$ cat config.mk
export PLATFORM = sky130hd
export DESIGN_NAME = spi_port_core
export DESIGN_NICKNAME = d
export VERILOG_FILES = /design/src/rtl/spi_port_pkg.sv /design/src/rtl/spi_sync.sv /design/src/rtl/spi_baud_gen.sv /design/src/rtl/spi_shift_engine.sv /design/src/rtl/spi_pin_mux.sv /design/src/rtl/spi_port_core.sv
export SDC_FILE = /design/constraint.sdc
export NUM_CORES = 1
export LEC_CHECK = 0
export BUFFER_PORTS_ARGS = -buffer_cell sky130_fd_sc_hd__buf_2
export CAP_MARGIN = 20
export CORE_MARGIN = 2
export CORE_UTILIZATION = 57
export CTS_CLUSTER_SIZE = 30
export DETAILED_ROUTE_END_ITERATION = 10
export PLACE_DENSITY_LB_ADDON = 0.3
export SETUP_SLACK_MARGIN = 0.5
export SYNTH_ARGS = -nofsm -noshare
export SYNTH_HDL_FRONTEND = slang
export SYNTH_SLANG_ARGS = --single-unit
$ cat constraint.sdc
create_clock -name clk -period 3.1 [get_ports clk]
set_input_delay 0.62 -clock clk [delete_from_list [all_inputs] [get_ports clk]]
set_output_delay 0.62 -clock clk [all_outputs]
set_load 0.02 [all_outputs]
$ cat src/rtl/spi_port_pkg.sv
package spi_port_pkg;

   // Data pin routing chosen by line mode and effective role
   typedef enum logic [1:0] {
      ROUTE_SPLIT_CTL  = 2'b00,
      ROUTE_SPLIT_RSP  = 2'b01,
      ROUTE_SHARED_CTL = 2'b10,
      ROUTE_SHARED_RSP = 2'b11
   } route_e;

   function automatic route_e pick_route(input logic shared, input logic ctl_role);
      return route_e'({shared, ~ctl_role});
   endfunction

endpackage

$ cat src/rtl/spi_sync.sv
module spi_sync #(
   parameter int   STAGES  = 2,
   parameter logic RST_VAL = 1'b0
) (
   input  logic clk,
   input  logic rst_n,
   input  logic d,
   output logic q
);
   generate
      if (STAGES < 1) begin : g_bad_cfg
         $error("spi_sync: STAGES must be at least 1");
      end

      if (STAGES == 1) begin : g_single
         logic r_q;
         always_ff @(posedge clk or negedge rst_n) begin
            if (!rst_n) r_q <= RST_VAL;
            else        r_q <= d;
         end
         assign q = r_q;
      end else begin : g_chain
         logic [STAGES-1:0] r_q;
         always_ff @(posedge clk or negedge rst_n) begin
            if (!rst_n) r_q <= {STAGES{RST_VAL}};
            else        r_q <= {r_q[STAGES-2:0], d};
         end
         assign q = r_q[STAGES-1];
      end
   endgenerate
endmodule

$ cat src/rtl/spi_baud_gen.sv
module spi_baud_gen #(
   parameter int PRESC_W = 3,
   parameter int RATE_W  = 3
) (
   input  logic               clk,
   input  logic               rst_n,
   input  logic               run,
   input  logic [PRESC_W-1:0] presc,
   input  logic [RATE_W-1:0]  rate,
   output logic               tick
);
   localparam int HALF_W = PRESC_W + (1 << RATE_W);

   generate
      if (PRESC_W < 1 || RATE_W < 1 || HALF_W > 31) begin : g_bad_cfg
         $error("spi_baud_gen: divisor field widths out of range");
      end
   endgenerate

   logic [HALF_W-1:0] half;
   logic [HALF_W-1:0] cnt_q;

   // half of one serial clock period, in module clocks
   assign half = (HALF_W'(presc) + HALF_W'(1)) << rate;
   assign tick = run && (cnt_q == half - HALF_W'(1));

   always_ff @(posedge clk or negedge rst_n) begin
      if (!rst_n)      cnt_q <= '0;
      else if (!run)   cnt_q <= '0;
      else if (tick)   cnt_q <= '0;
      else             cnt_q <= cnt_q + HALF_W'(1);
   end


   half_bound_chk: assert property (@(posedge clk) disable iff (!rst_n)
      run && $stable(presc) && $stable(rate) |-> cnt_q < half);
endmodule

$ cat src/rtl/spi_shift_engine.sv
module spi_shift_engine #(
   parameter int DATA_W = 8
) (
   input  logic              clk,
   input  logic              rst_n,
   input  logic              en,
   input  logic              ctl_role,
   input  logic              abort,
   input  logic              load,
   input  logic [DATA_W-1:0] load_data,
   input  logic              tick,
   input  logic              rsp_sel,
   input  logic              rsp_rise,
   input  logic              rsp_fall,
   input  logic              in_bit,
   output logic              busy,
   output logic              sck_gen,
   output logic              out_bit,
   output logic [DATA_W-1:0] rx_data,
   output logic              done
);
   localparam int            CNT_W = (DATA_W > 2) ? $clog2(DATA_W) : 1;
   localparam logic [CNT_W-1:0] LAST = CNT_W'(DATA_W - 1);

   generate
      if (DATA_W < 2) begin : g_bad_cfg
         $error("spi_shift_engine: DATA_W must be at least 2");
      end
   endgenerate

   logic [DATA_W-1:0] shreg_q;
   logic [CNT_W-1:0]  cnt_q;
   logic              samp_q;
   logic              busy_q;
   logic              sck_q;
   logic              done_q;
   logic [DATA_W-1:0] rx_q;
   logic              do_sample;
   logic              do_shift;

   // edge events for both roles
   assign do_sample = ctl_role ? (busy_q && tick && !sck_q)  : (rsp_sel && rsp_rise);
   assign do_shift  = ctl_role ? (busy_q && tick &&  sck_q)  : (rsp_sel && rsp_fall);

   always_ff @(posedge clk or negedge rst_n) begin
      if (!rst_n) begin
         shreg_q <= '0;
         cnt_q   <= '0;
         samp_q  <= 1'b0;
         busy_q  <= 1'b0;
         sck_q   <= 1'b0;
         done_q  <= 1'b0;
         rx_q    <= '0;
      end else begin
         done_q <= 1'b0;
         if (!en || abort) begin
            busy_q <= 1'b0;
            sck_q  <= 1'b0;
            cnt_q  <= '0;
         end else begin
            if (ctl_role) begin
               if (!busy_q && load) begin
                  shreg_q <= load_data;
                  busy_q  <= 1'b1;
                  sck_q   <= 1'b0;
                  cnt_q   <= '0;
               end else if (busy_q && tick) begin
                  sck_q <= ~sck_q;
               end
            end else begin
               busy_q <= 1'b0;
               sck_q  <= 1'b0;
               if (!rsp_sel) begin
                  cnt_q <= '0;
                  if (load) shreg_q <= load_data;
               end
            end

            if (do_sample) samp_q <= in_bit;

            if (do_shift) begin
               shreg_q <= {shreg_q[DATA_W-2:0], samp_q};
               if (cnt_q == LAST) begin
                  cnt_q  <= '0;
                  done_q <= 1'b1;
                  rx_q   <= {shreg_q[DATA_W-2:0], samp_q};
                  if (ctl_role) busy_q <= 1'b0;
               end else begin
                  cnt_q <= cnt_q + CNT_W'(1);
               end
            end
         end
      end
   end

   assign busy    = busy_q;
   assign sck_gen = sck_q;
   assign out_bit = shreg_q[DATA_W-1];
   assign rx_data = rx_q;
   assign done    = done_q;


   done_pulse_chk: assert property (@(posedge clk) disable iff (!rst_n)
      done |=> !done);


   ctl_done_idle_chk: assert property (@(posedge clk) disable iff (!rst_n)
      ctl_role && done |-> !busy && !sck_gen);
endmodule

$ cat src/rtl/spi_pin_mux.sv
module spi_pin_mux
   import spi_port_pkg::*;
(
   input  logic   en,
   input  route_e route,
   input  logic   dir_mosi_eff,
   input  logic   dir_miso,
   input  logic   rsp_sel,
   input  logic   out_bit,
   input  logic   mosi_i,
   input  logic   miso_i,
   output logic   mosi_o,
   output logic   mosi_oe,
   output logic   miso_o,
   output logic   miso_oe,
   output logic   in_bit
);
   always_comb begin
      mosi_o  = out_bit;
      miso_o  = out_bit;
      mosi_oe = 1'b0;
      miso_oe = 1'b0;
      in_bit  = 1'b0;
      unique case (route)
         ROUTE_SPLIT_CTL: begin
            mosi_oe = en && dir_mosi_eff;
            in_bit  = miso_i;
         end
         ROUTE_SPLIT_RSP: begin
            miso_oe = en && dir_miso && rsp_sel;
            in_bit  = mosi_i;
         end
         ROUTE_SHARED_CTL: begin
            mosi_oe = en && dir_mosi_eff;
            in_bit  = dir_mosi_eff ? out_bit : mosi_i;
         end
         ROUTE_SHARED_RSP: begin
            miso_oe = en && dir_miso && rsp_sel;
            in_bit  = dir_miso ? out_bit : miso_i;
         end
         default: begin
            in_bit = 1'b0;
         end
      endcase
   end


   always_comb begin
      shared_single_pin_chk: assert (!(route[1] && mosi_oe && miso_oe));
   end
endmodule

$ cat src/rtl/spi_port_core.sv
module spi_port_core
   import spi_port_pkg::*;
#(
   parameter int DATA_W      = 8,
   parameter int PRESC_W     = 3,
   parameter int RATE_W      = 3,
   parameter int SYNC_STAGES = 2
) (
   input  logic              clk,
   input  logic              rst_n,
   input  logic              ctl_en,
   input  logic              ctl_master,
   input  logic              ctl_bidir,
   input  logic              ctl_ssoe,
   input  logic [PRESC_W-1:0] ctl_presc,
   input  logic [RATE_W-1:0] ctl_rate,
   input  logic              dir_mosi,
   input  logic              dir_miso,
   input  logic              dir_ss,
   input  logic              tx_load,
   input  logic [DATA_W-1:0] tx_data,
   output logic [DATA_W-1:0] rx_data,
   output logic              rx_done,
   input  logic              sck_i,
   output logic              sck_o,
   output logic              sck_oe,
   input  logic              ss_i,
   output logic              ss_o,
   output logic              ss_oe,
   input  logic              mosi_i,
   output logic              mosi_o,
   output logic              mosi_oe,
   input  logic              miso_i,
   output logic              miso_o,
   output logic              miso_oe,
   output logic              mode_fault,
   output logic              mosi_dir_eff
);
   generate
      if (SYNC_STAGES < 1) begin : g_bad_cfg
         $error("spi_port_core: SYNC_STAGES must be at least 1");
      end
   endgenerate

   logic   ss_s, sck_s, sck_s_d;
   logic   fault_q, dir_clr_q;
   logic   ctl_role, auto_ss, fault_set;
   logic   tick, busy, sck_gen, out_bit, in_bit;
   logic   rsp_sel, rsp_rise, rsp_fall;
   route_e route;

   spi_sync #(.STAGES(SYNC_STAGES), .RST_VAL(1'b1)) u_ss_sync (
      .clk(clk), .rst_n(rst_n), .d(ss_i), .q(ss_s));

   spi_sync #(.STAGES(SYNC_STAGES), .RST_VAL(1'b0)) u_sck_sync (
      .clk(clk), .rst_n(rst_n), .d(sck_i), .q(sck_s));

   always_ff @(posedge clk or negedge rst_n) begin
      if (!rst_n) sck_s_d <= 1'b0;
      else        sck_s_d <= sck_s;
   end

   assign rsp_sel  = ~ss_s;
   assign rsp_rise = sck_s & ~sck_s_d;
   assign rsp_fall = ~sck_s & sck_s_d;

   // role and select/fault control
   assign ctl_role  = ctl_master & ~fault_q;
   assign auto_ss   = ctl_en & ctl_role & ctl_ssoe & dir_ss;
   assign fault_set = ctl_en & ctl_role & ~dir_ss & ~ss_s;

   always_ff @(posedge clk or negedge rst_n) begin
      if (!rst_n) begin
         fault_q   <= 1'b0;
         dir_clr_q <= 1'b0;
      end else if (!ctl_en) begin
         fault_q   <= 1'b0;
         dir_clr_q <= 1'b0;
      end else if (fault_set) begin
         fault_q   <= 1'b1;
         dir_clr_q <= ~ctl_bidir;
      end
   end

   assign mode_fault   = fault_q;
   assign mosi_dir_eff = dir_mosi & ~dir_clr_q;
   assign route        = pick_route(ctl_bidir, ctl_role);

   spi_baud_gen #(.PRESC_W(PRESC_W), .RATE_W(RATE_W)) u_baud (
      .clk(clk), .rst_n(rst_n), .run(busy),
      .presc(ctl_presc), .rate(ctl_rate), .tick(tick));

   spi_shift_engine #(.DATA_W(DATA_W)) u_engine (
      .clk(clk), .rst_n(rst_n), .en(ctl_en), .ctl_role(ctl_role),
      .abort(fault_set), .load(tx_load), .load_data(tx_data),
      .tick(tick), .rsp_sel(rsp_sel), .rsp_rise(rsp_rise), .rsp_fall(rsp_fall),
      .in_bit(in_bit), .busy(busy), .sck_gen(sck_gen), .out_bit(out_bit),
      .rx_data(rx_data), .done(rx_done));

   spi_pin_mux u_mux (
      .en(ctl_en), .route(route), .dir_mosi_eff(mosi_dir_eff), .dir_miso(dir_miso),
      .rsp_sel(rsp_sel), .out_bit(out_bit), .mosi_i(mosi_i), .miso_i(miso_i),
      .mosi_o(mosi_o), .mosi_oe(mosi_oe), .miso_o(miso_o), .miso_oe(miso_oe),
      .in_bit(in_bit));

   assign sck_o  = sck_gen;
   assign sck_oe = ctl_en & ctl_role;
   assign ss_oe  = ctl_en & ctl_role & dir_ss;
   assign ss_o   = ctl_ssoe ? ~busy : 1'b1;


   ss_low_with_sck_chk: assert property (@(posedge clk) disable iff (!rst_n)
      auto_ss && sck_o |-> !ss_o && ss_oe);


   no_fault_auto_chk: assert property (@(posedge clk) disable iff (!rst_n)
      auto_ss |=> !$rose(mode_fault));


   fault_drops_sck_chk: assert property (@(posedge clk) disable iff (!rst_n)
      mode_fault |-> !sck_oe && !rx_done);


   rsp_no_drive_chk: assert property (@(posedge clk) disable iff (!rst_n)
      !ctl_role |-> !sck_oe && !ss_oe);
endmodule

## After elaboration in Yosys (flattened, before gate mapping)

Cells that the tools add are included.
Widths: inputs -> output; s select.

| word-level totals | value |
|---|---|
| register bits | 41 |
| input port bits | 28 |
| output and inout port bits | 19 |
| word-level logic and storage cells | 108 |

| cells by class | value |
|---|---|
| add/subtract/negate cells | 4 |
| eq/ne operators | 9 |
| shift operators | 1 |
| multiplexer cells | 38 |
| bitwise logic cells | 19 |
| reductions and logical operators | 24 |

Operators with widths:

| cell | count |
|---|---|
| $mux 8 | 5 |
| $mux 1 | 24 |
| $mux 11 | 2 |
| $mux 3 | 6 |
| $add 11x1->11 const B | 1 |
| $eq 11x11->1 | 1 |
| $not 1->1 | 11 |
| $shl 11x3->11 | 1 |
| $sub 11x1->11 const B | 1 |
| $logic_and 1x1->1 | 10 |
| $and 1x1->1 | 8 |
| $ne 4x1->1 const B | 2 |
| $reduce_bool 3->1 | 2 |
| $add 3x1->4 const B | 1 |
| $eq 2x2->1 const B | 2 |
| $pmux 1 s4 | 1 |
| $reduce_and 2->1 | 2 |
| $reduce_and 4->1 | 1 |
| $reduce_bool 4->1 | 1 |
| $reduce_or 2->1 | 2 |
| $add 3x1->3 const B | 1 |
| $eq 3x3->1 const B | 1 |
| $logic_not 1->1 | 3 |
| $ne 3x1->1 const B | 1 |
| 5 further kinds | 5 |

## Logic depth before layout (Yosys ltp)

Gate-level depths: netlist of run 1.

| depth | value |
|---|---|
| depth in word-level cells | 10 |
| mapped depth | 15 |
| depth with buffers taken out | 13 |

## By module

From an unflattened synthesis of run 1, not the netlist that was laid out.

| unflattened totals | value |
|---|---|
| cell total of the unflattened synthesis | 306 |
| area, all modules | 2949.1 um2 |

By module, submodules not included:

| module | instances | cells an instance | area each (um2) | sequential area each (um2) |
|---|---|---|---|---|
| spi_baud_gen | 1 | 171 | 1368.8 | 275.3 |
| spi_shift_engine | 1 | 103 | 1201.2 | 575.6 |
| spi_port_core | 1 | 20 | 195.2 | 75.1 |
| spi_pin_mux | 1 | 8 | 81.3 | 0.0 |
| spi_sync (u_ss_sync) | 1 | 2 | 52.6 | 52.6 |
| spi_sync (u_sck_sync) | 1 | 2 | 50.0 | 50.0 |

## Worst setup path before layout of run 1

Ideal clock, no wire load.

| path | value |
|---|---|
| path kind | input to register |
| start point | in ctl_presc[0] |
| end point | reg u_engine.rx_q[0], in the netlist u_engine.rx_data[0] |
| library setup time | 125 ps |
| arrival time | 3449 ps |
| data required time | 2975 ps |
| setup slack | -474 ps |
| stages | 13 |
| path buffers | 1 |
| path through | ha_1 -> nor2b_1 -> nor2_1 -> nand2b_1 -> ha_1 -> xnor2_1 -> a2111oi_0 -> nand2_1 -> nor4_4 -> nand4_1 -> a211o_1 -> buf_6 -> mux2_4 |

| between the ends | value |
|---|---|
| cells in the longest elaborated chain, start to end | 9 |

Ends and longest elaborated chain:

| element | RTL line | RTL |
|---|---|---|
| start, declared | spi_port_core.sv:15 | `input logic [PRESC_W-1:0] ctl_presc,` |
| $add 3x1->4 | spi_baud_gen.sv:24 | `assign half = (HALF_W'(presc) + HALF_W'(1)) << rate;` |
| $shl 11x3->11 | spi_baud_gen.sv:24 |  |
| $sub 11x1->11 | spi_baud_gen.sv:25 | `assign tick = run && (cnt_q == half - HALF_W'(1));` |
| $eq 11x11->1 | spi_baud_gen.sv:25 |  |
| $logic_and 1x1->1 | spi_baud_gen.sv:25 |  |
| $logic_and 1x1->1 (2 in series) | spi_shift_engine.sv:43 | `assign do_shift = ctl_role ? (busy_q && tick && sck_q) : (rsp_sel && rsp_fall);` |
| $mux 1 | spi_shift_engine.sv:43 |  |
| $reduce_and 3->1 (no line) | -- |  |
| end signal, assigned | spi_shift_engine.sv:86 | `rx_q <= {shreg_q[DATA_W-2:0], samp_q};` |
| end, declared | spi_shift_engine.sv:37 | `logic [DATA_W-1:0] rx_q;` |

Every way passes these cells.
A chain may end at the register's enable or synchronous reset.

## Final worst setup path of run 1

| path | value |
|---|---|
| start point | in ctl_presc[0] |
| end point | reg u_engine.rx_q[4], in the netlist u_engine.rx_data[4] |

Same word-level chain as after synthesis.

==> run metrics, run 1 <==
Die Y=between 70 and 80 um; Comb power frac=0.289; Synthesis Warnings=0; Area after DPL=~3400 um^2; synthesized area=between 2000 and 3000 um^2; CP arrival=3.39 ns; total CTS buffers=5; crit path cell chain=buf_8 > ha_4 > nor2b_4 > buf_4 > xnor2_1 > mux2i_1 > a2111oi_2 > nand2_2 > nor4_4 > nand4_1 > a211o_1 > buf_12 > mux2_4; Final min period=around 3.2 ns; FF-to-FF Start=u_baud.cnt_q[3]; top-level port count=47; Flop pwr share=0.409; Final Max Slew Viols=0; CP startpoint=ctl_presc[0]; area delta synth->final=38.3%; number of synthesized flops with an enable pin=0; DR pass1 iterations=5; GRT Util Overall=0.327; H-tree depth=2; worst clock skew=slightly above 0.008 ns; share of flip-flops with an asynchronous set or reset=1.00; Peak VDD IR=around 0.00036 V; max_slew headroom=0.387; Core Rows=25; TritonCTS clock tree=built; Iteration-0 DRC Markers=~320; RD Place Congestion=0.952; HPWL Detailed=approximately 5400 um; drt drc=0; worst hold start=u_sck_sync.g_chain.r_q[0]; Worst Path Max Fanout=9; CP max stage delay=0.43 ns; CP endpoint kind=register; hold slack=between 0.3 and 0.4 ns; worst-skew pair later-pin latency=0.29 ns; pwr/cell area=just under 400 nW/um^2; initial antenna violation count=0; Final Hold Violating Endpoints=0; NumNets Final=about 430; Syn Area/Cell=9.11 um^2; status=complete, but fails checks; CTS clock-pin slew for the worst setup and hold paths=0.08 ns; Ant. Diodes=0; Int Power=1040 uW; Critical path buffers and inverters=3; Clock power frac=0.302; worst min path class=reg2reg; Psw=455 uW; post-synth top area cell=dfrtp_1; post-synthesis register bit count=41; Synth top cells by count=dfrtp_1 (39), nand2_1 (27), nor2_1 (27); post-layout util=0.819; largest net degree at the start of global routing=between 40 and 50; Die W=~74 um; Synth Flop Type=dfrtp_1; routed vias/inst=around 6.2; PortBufs=46; syn nets=between 300 and 400; design area=roughly 3900 um^2; Detailed Route WL=8590 um; slowest CP cell=a2111oi_2; final setup violation count=16; Pleak=about 0.0018 uW; CTS root buf=clkbuf_8; Largest delay share family, worst path=compound AO/OA/AOI/OAI gates; Sw Ratio=0.305; part of the Yosys area used for sequential elements=0.365; pre-CTS setup slack=-0.420 ns; FMAX=just over 300 MHz; first-pass GRT wire length=~14000 um; failing checks=negative setup slack; number of global-route vias before repair=2885; post-route ant nets=0; post-synth cell types=57; period utilisation layout=1.04; WS Path Type=in2reg; layout cells sized above 1=0.425; Routed WL per cell=between 15 and 20 um; Synth area leaders=dfrtp_1 (35%), xnor2_1 (5.3%), mux2_4 (4.3%); Die ar.=around 5500 um^2; max cap viols=0; RSZ-0062 raised after global routing=yes; Initial Util=0.592; DR vias=just under 3000; GRT overflow=0; setup ws final=-0.110 ns; top-area cell type share of the netlist area=0.347; launching element type of the critical path=primary input; clock buffer depth=2; CP Data Required Time=about 3.3 ns; clk sinks=41; worst slew pin tran=roughly 0.92 ns; cells after synthesis=about 310; most common cell in the synthesized netlist=dfrtp_1; core box area=between 4000 and 5000 um^2
==> layer usage <==
layer | up-vias | track usage | part of all wire
met5 | - | 0 | 0
met2 | 174 | 0.528 | 0.48
met4 | 0 | 0.163 | 0.042
met1 | 1404 | 0.421 | 0.41
met3 | 38 | 0.0623 | 0.076
li1 | 1301 | - | -
==> path summary, 6_finish.rpt <==
| kind | to | slack (ns) | cells after the start |
|---|---|---|---|
| min reg2reg | u_sck_sync.g_chain.r_q[1] | 0.36 | 0 |
| min | u_sck_sync.g_chain.r_q[1] | 0.36 | 0 |
| max | u_engine.rx_data[4] | -0.11 | 13 |
| max reg2reg | u_engine.rx_data[4] | 0.64 | 9 |
| max in group asynchronous | u_baud.cnt_q[5] | 2.06 | 1 |
| min in group asynchronous | u_engine.rx_data[2] | 0.45 | 1 |
==> flip-flops by register name, indices dropped and copies added (netlist names), 2 cells and up <==
| signal | count |
|---|---|
| u_baud.cnt_q | 11 |
| u_engine.rx_data | 8 |
| u_engine.shreg_q | 8 |
| u_engine.cnt_q | 3 |
| u_sck_sync.g_chain.r_q | 2 |
| u_ss_sync.g_chain.r_q | 2 |
==> cells in the final DEF, fill, tap and decap left out, types with 3 or more instances in the layout <==
cell	n
buf_2	44
buf_4	44
dfrtp_1	39
nor2_1	25
nand2_1	24
a21oi_1	18
xnor2_1	15
nand3_1	13
and3_1	9
or2_2	9
mux2_4	9
inv_1	8
nand4_1	8
a2bb2oi_2	8
mux2i_1	7
xor2_1	7
o21ai_0	6
nor3_1	6
clkbuf_8	6
nand2b_1	5
nor2b_1	4
nand3_2	4
buf_6	4
buf_12	4
a21oi_2	3
nor3_2	3
o22ai_1	3
o21ai_2	3
a41oi_1	3
o211ai_1	3
ha_1	3
==> what timing repair did <==
| item | in CTS | in global routing |
|---|---|---|
| hold buffers | 0 | 0 |
| gates cloned | 1 | 0 |
| gates resized for setup | 39 | 8 |
| endpoints found under the setup margin | 34 | 34 |
| setup buffers | 7 | 1 |
| pin swaps | 13 | 3 |
==> through the flow <==
stage	instances	total power [uW]	TNS, ns
6_report	467	1500	-1.38
5_1_grt	467	1550	-3.20
4_1_cts	466	1460	-0.266
3_5_place_dp	450	967	-8.05
3_3_place_gp	450	953	-6.73
2_1_floorplan	309	829	-0.960
==> power by group through the flow <==
stage / sequential (uW) / clock, uW / combinational [uW]
after floorplan: 607 / 0 / 222
after global placement: 610 / 0 / 343
after detailed placement: 613 / 0 / 354
after CTS: 608 / 454 / 401
after global routing: 615 / 477 / 460
final: 612 / 451 / 432
==> area by class of cell <==
cell class	count	area, um^2
Clock buffer	6	82.6
Clock inverter	2	37.5
Fill cell	273	862
Inverter	9	33.8
Multi-Input combinational cell	244	1920
Sequential cell	41	1030
Tap cell	67	83.8
Timing Repair Buffer	98	706
==> worst reg2reg max path: stages (launching register included) <==
cell and delay [ns]:
dfrtp_1 0.50, nand2_1 0.13, mux2i_1 0.09, a2111oi_2 0.43, nand2_2 0.10, nor4_4 0.16
nand4_1 0.16, a211o_1 0.32, buf_12 0.16, mux2_4 0.30
==> logic make-up after synthesis <==
kind of cell | synth area share
compound gates | 0.169
flops | 0.365
fa+ha+maj | 0.0222
simple gates | 0.238
xor+xnor | 0.0916
buf+inv | 0.0427
mux | 0.0716
(Power assumes the default switching activity.)
==> run 2, diff against run 1 <==
--- a/config.mk
+++ b/config.mk
@@ -13,3 +13,3 @@
 export DETAILED_ROUTE_END_ITERATION = 10
-export PLACE_DENSITY_LB_ADDON = 0.3
+export PLACE_DENSITY_LB_ADDON = 0.12
 export SETUP_SLACK_MARGIN = 0.5
--- a/constraint.sdc
+++ b/constraint.sdc
@@ -3,2 +3,2 @@
 set_output_delay 0.62 -clock clk [all_outputs]
-set_load 0.02 [all_outputs]
+set_load 0.1 [all_outputs]
==> run 2 against run 1 <==
Compared with the run above:
- first-iteration DRC count shrank 7.8%
- fmax grew 1.3%
- global-route usage shrank 3.6 points
- clock-buffer cell count grew 1
- largest power group unchanged
- combinational power grew 14%
- critical path type unchanged
- the run still ends with negative setup slack left
- critical endpoint is now u_engine.rx_data[1]
==> run metrics, run 2 (synthesis results as in run 1) <==
number of flip-flops in the largest register=11 (unchanged); most frequent cells in the layout=buf_2 (43), buf_4 (42), dfrtp_1 (39) (was buf_2 (44), buf_4 (44), dfrtp_1 (39)); routed vias/inst=6.14 (was 6.25); worst-skew pair later-pin latency=0.29 ns (about the same); CTS root buf=clkbuf_8 (unchanged); multi-input logic area=2040 um^2 (was 1920 um^2); Routed WL per cell=18.9 um (was 18.4 um); RD Place Congestion=0.876 (was 0.952); Iteration-0 DRC Markers=296 (was 321); CP Data Required Time=3.28 ns (about the same); failing checks=negative setup slack (unchanged); total CTS buffers=5 (unchanged); NumNets Final=431 (was 432); Initial Util=0.592 (unchanged); Tot Pwr=1550 uW (was 1500 uW); crit path cell chain=buf_8 > ha_4 > nor2b_4 > nor2_2 > nand2b_4 > ha_4 > buf_4 > xor2_2 > xnor2_1 > nand2_1 > nor4_4 > nand4_1 > a211o_1 > buf_12 > mux2_4 (was buf_8 > ha_4 > nor2b_4 > buf_4 > xnor2_1 > mux2i_1 > a2111oi_2 > nand2_2 > nor4_4 > nand4_1 > a211o_1 > buf_12 > mux2_4); worst clock skew=0.00680 ns (was 0.00827 ns); worst slew pin tran=0.911 ns (was 0.920 ns); clk sinks=41 (unchanged); area delta synth->final=41.7% (was 38.3%); Die ar.=5510 um^2 (unchanged); drt drc=0 (unchanged); Critical path buffers and inverters=3 (unchanged); clock buffer depth=2 (unchanged); number of global-route vias before repair=2602 (was 2885); post-route ant nets=0 (unchanged); CP arrival=3.35 ns (was 3.39 ns); CP endpoint kind=register (unchanged); Fillers=274 (was 273); pre-CTS setup slack=-0.348 ns (was -0.420 ns); slowest CP cell=a211o_1 (was a2111oi_2); Pleak=0.00178 uW (was 0.00181 uW); CP max stage delay=0.32 ns (was 0.43 ns); Storage cell area=1030 um^2 (unchanged); Post-CTS Hold Fix Bufs=0 (unchanged); layout cells sized above 1=0.461 (was 0.425); non-filler cells, final=466 (was 467); initial antenna violation count=0 (unchanged); Ant. Diodes=0 (unchanged); pwr/cell area=390 nW/um^2 (was 384 nW/um^2); GRT Util Overall=0.290 (was 0.327); Final Hold Violating Endpoints=0 (unchanged); FMAX=316 MHz (was 312 MHz); first-pass GRT wire length=12200 um (was 13900 um); largest net degree at the start of global routing=42 (unchanged); core box area=4750 um^2 (unchanged); final setup violation count=9 (was 16); Core Rows=25 (unchanged); Final min period=3.17 ns (was 3.21 ns); TritonCTS clock tree=built (unchanged); CTS clock-pin slew for the worst setup and hold paths=0.08 ns (about the same); HPWL Detailed=5010 um (was 5450 um); Top reg by flops=u_baud.cnt_q (unchanged); Largest delay share family, worst path=simple AND/OR/NAND/NOR gates (was compound AO/OA/AOI/OAI gates); Peak VDD IR=0.000452 V (was 0.000357 V); most common cell after layout, fill and taps aside=buf_2; DR vias=2859 (was 2917); GRT overflow=0 (unchanged); most frequent CP cell=ha_4; WS Path Type=in2reg (unchanged); DR pass1 iterations=5 (unchanged); Final Max Slew Viols=0 (unchanged); setup ws final=-0.0692 ns (was -0.110 ns); max cap viols=0 (unchanged); H-tree depth=2 (unchanged); Detailed Route WL=8800 um (was 8590 um); status=complete, but fails checks (unchanged); hold slack=0.358 ns (about the same); max_slew headroom=0.393 (was 0.387); launching element type of the critical path=primary input (unchanged); PortBufs=46 (unchanged); Die Y=74.3 um (unchanged); worst min path class=reg2reg (unchanged); Die W=74.3 um (unchanged); dpl cells=447 (was 450); top-level port count=47 (unchanged); RSZ-0062 raised after global routing=yes (unchanged); Worst Path Max Fanout=9 (unchanged); period utilisation layout=1.02 (was 1.04)
[run 2: area by class of cell]
cell class	count	share of cell area
Timing Repair Buffer	97	0.172
Sequential cell	41	0.258
Multi-Input combinational cell	244	0.511
Inverter	9	0.00847
Clock buffer	7	0.0217
Tap cell	67	0.0210
Clock inverter	1	0.00753
[run 2: timing repair]
item	4_1_cts	5_1_grt
pin swaps	3	18
gates cloned	1	0
setup endpoints to repair	34	34
buffers inserted	9	1
resized for setup	34	46
[run 2: final timing paths]
path / from / end / slack (ns) / cells past startpoint
setup / recovery: ctl_presc[1] / u_engine.rx_data[1] / -0.07 / 15
hold / removal: u_ss_sync.g_chain.r_q[0] / u_ss_sync.g_chain.r_q[1] / 0.36 / 0
setup reg to reg: u_engine.busy / u_engine.rx_data[1] / 0.37 / 8
hold reg to reg: u_ss_sync.g_chain.r_q[0] / u_ss_sync.g_chain.r_q[1] / 0.36 / 0
max in group asynchronous: rst_n / u_baud.cnt_q[10] / 2.07 / 1
min in group asynchronous: rst_n / u_engine.done / 0.45 / 1
[run 2: stage by stage]
stage / utilization / setup TNS [ns] / cell area (um^2)
floorplan: - / -0.964 / 2870
global placement: 0.717 / -4.62 / 3410
detailed placement: 0.717 / -5.70 / 3410
CTS: 0.795 / 0 / 3780
global route: 0.839 / -2.38 / 3990
finish: 0.839 / -0.489 / 3990
[run 2: where the power goes]
| part | total [uW] | switching, uW | internal (uW) |
|---|---|---|---|
| clock network | 444 | 181 | 262 |
| registers | 616 | 45.4 | 571 |
| logic | 494 | 287 | 207 |
| total | 1550 | 514 | 1040 |
[run 2: metal layers]
metal | track usage | vias up | part of all wire
met5 | 0 | - | 0
li1 | - | 1292 | -
met1 | 0.390 | 1373 | 0.39
met2 | 0.488 | 164 | 0.51
met3 | 0.0596 | 30 | 0.075
met4 | 0.0655 | 0 | 0.024
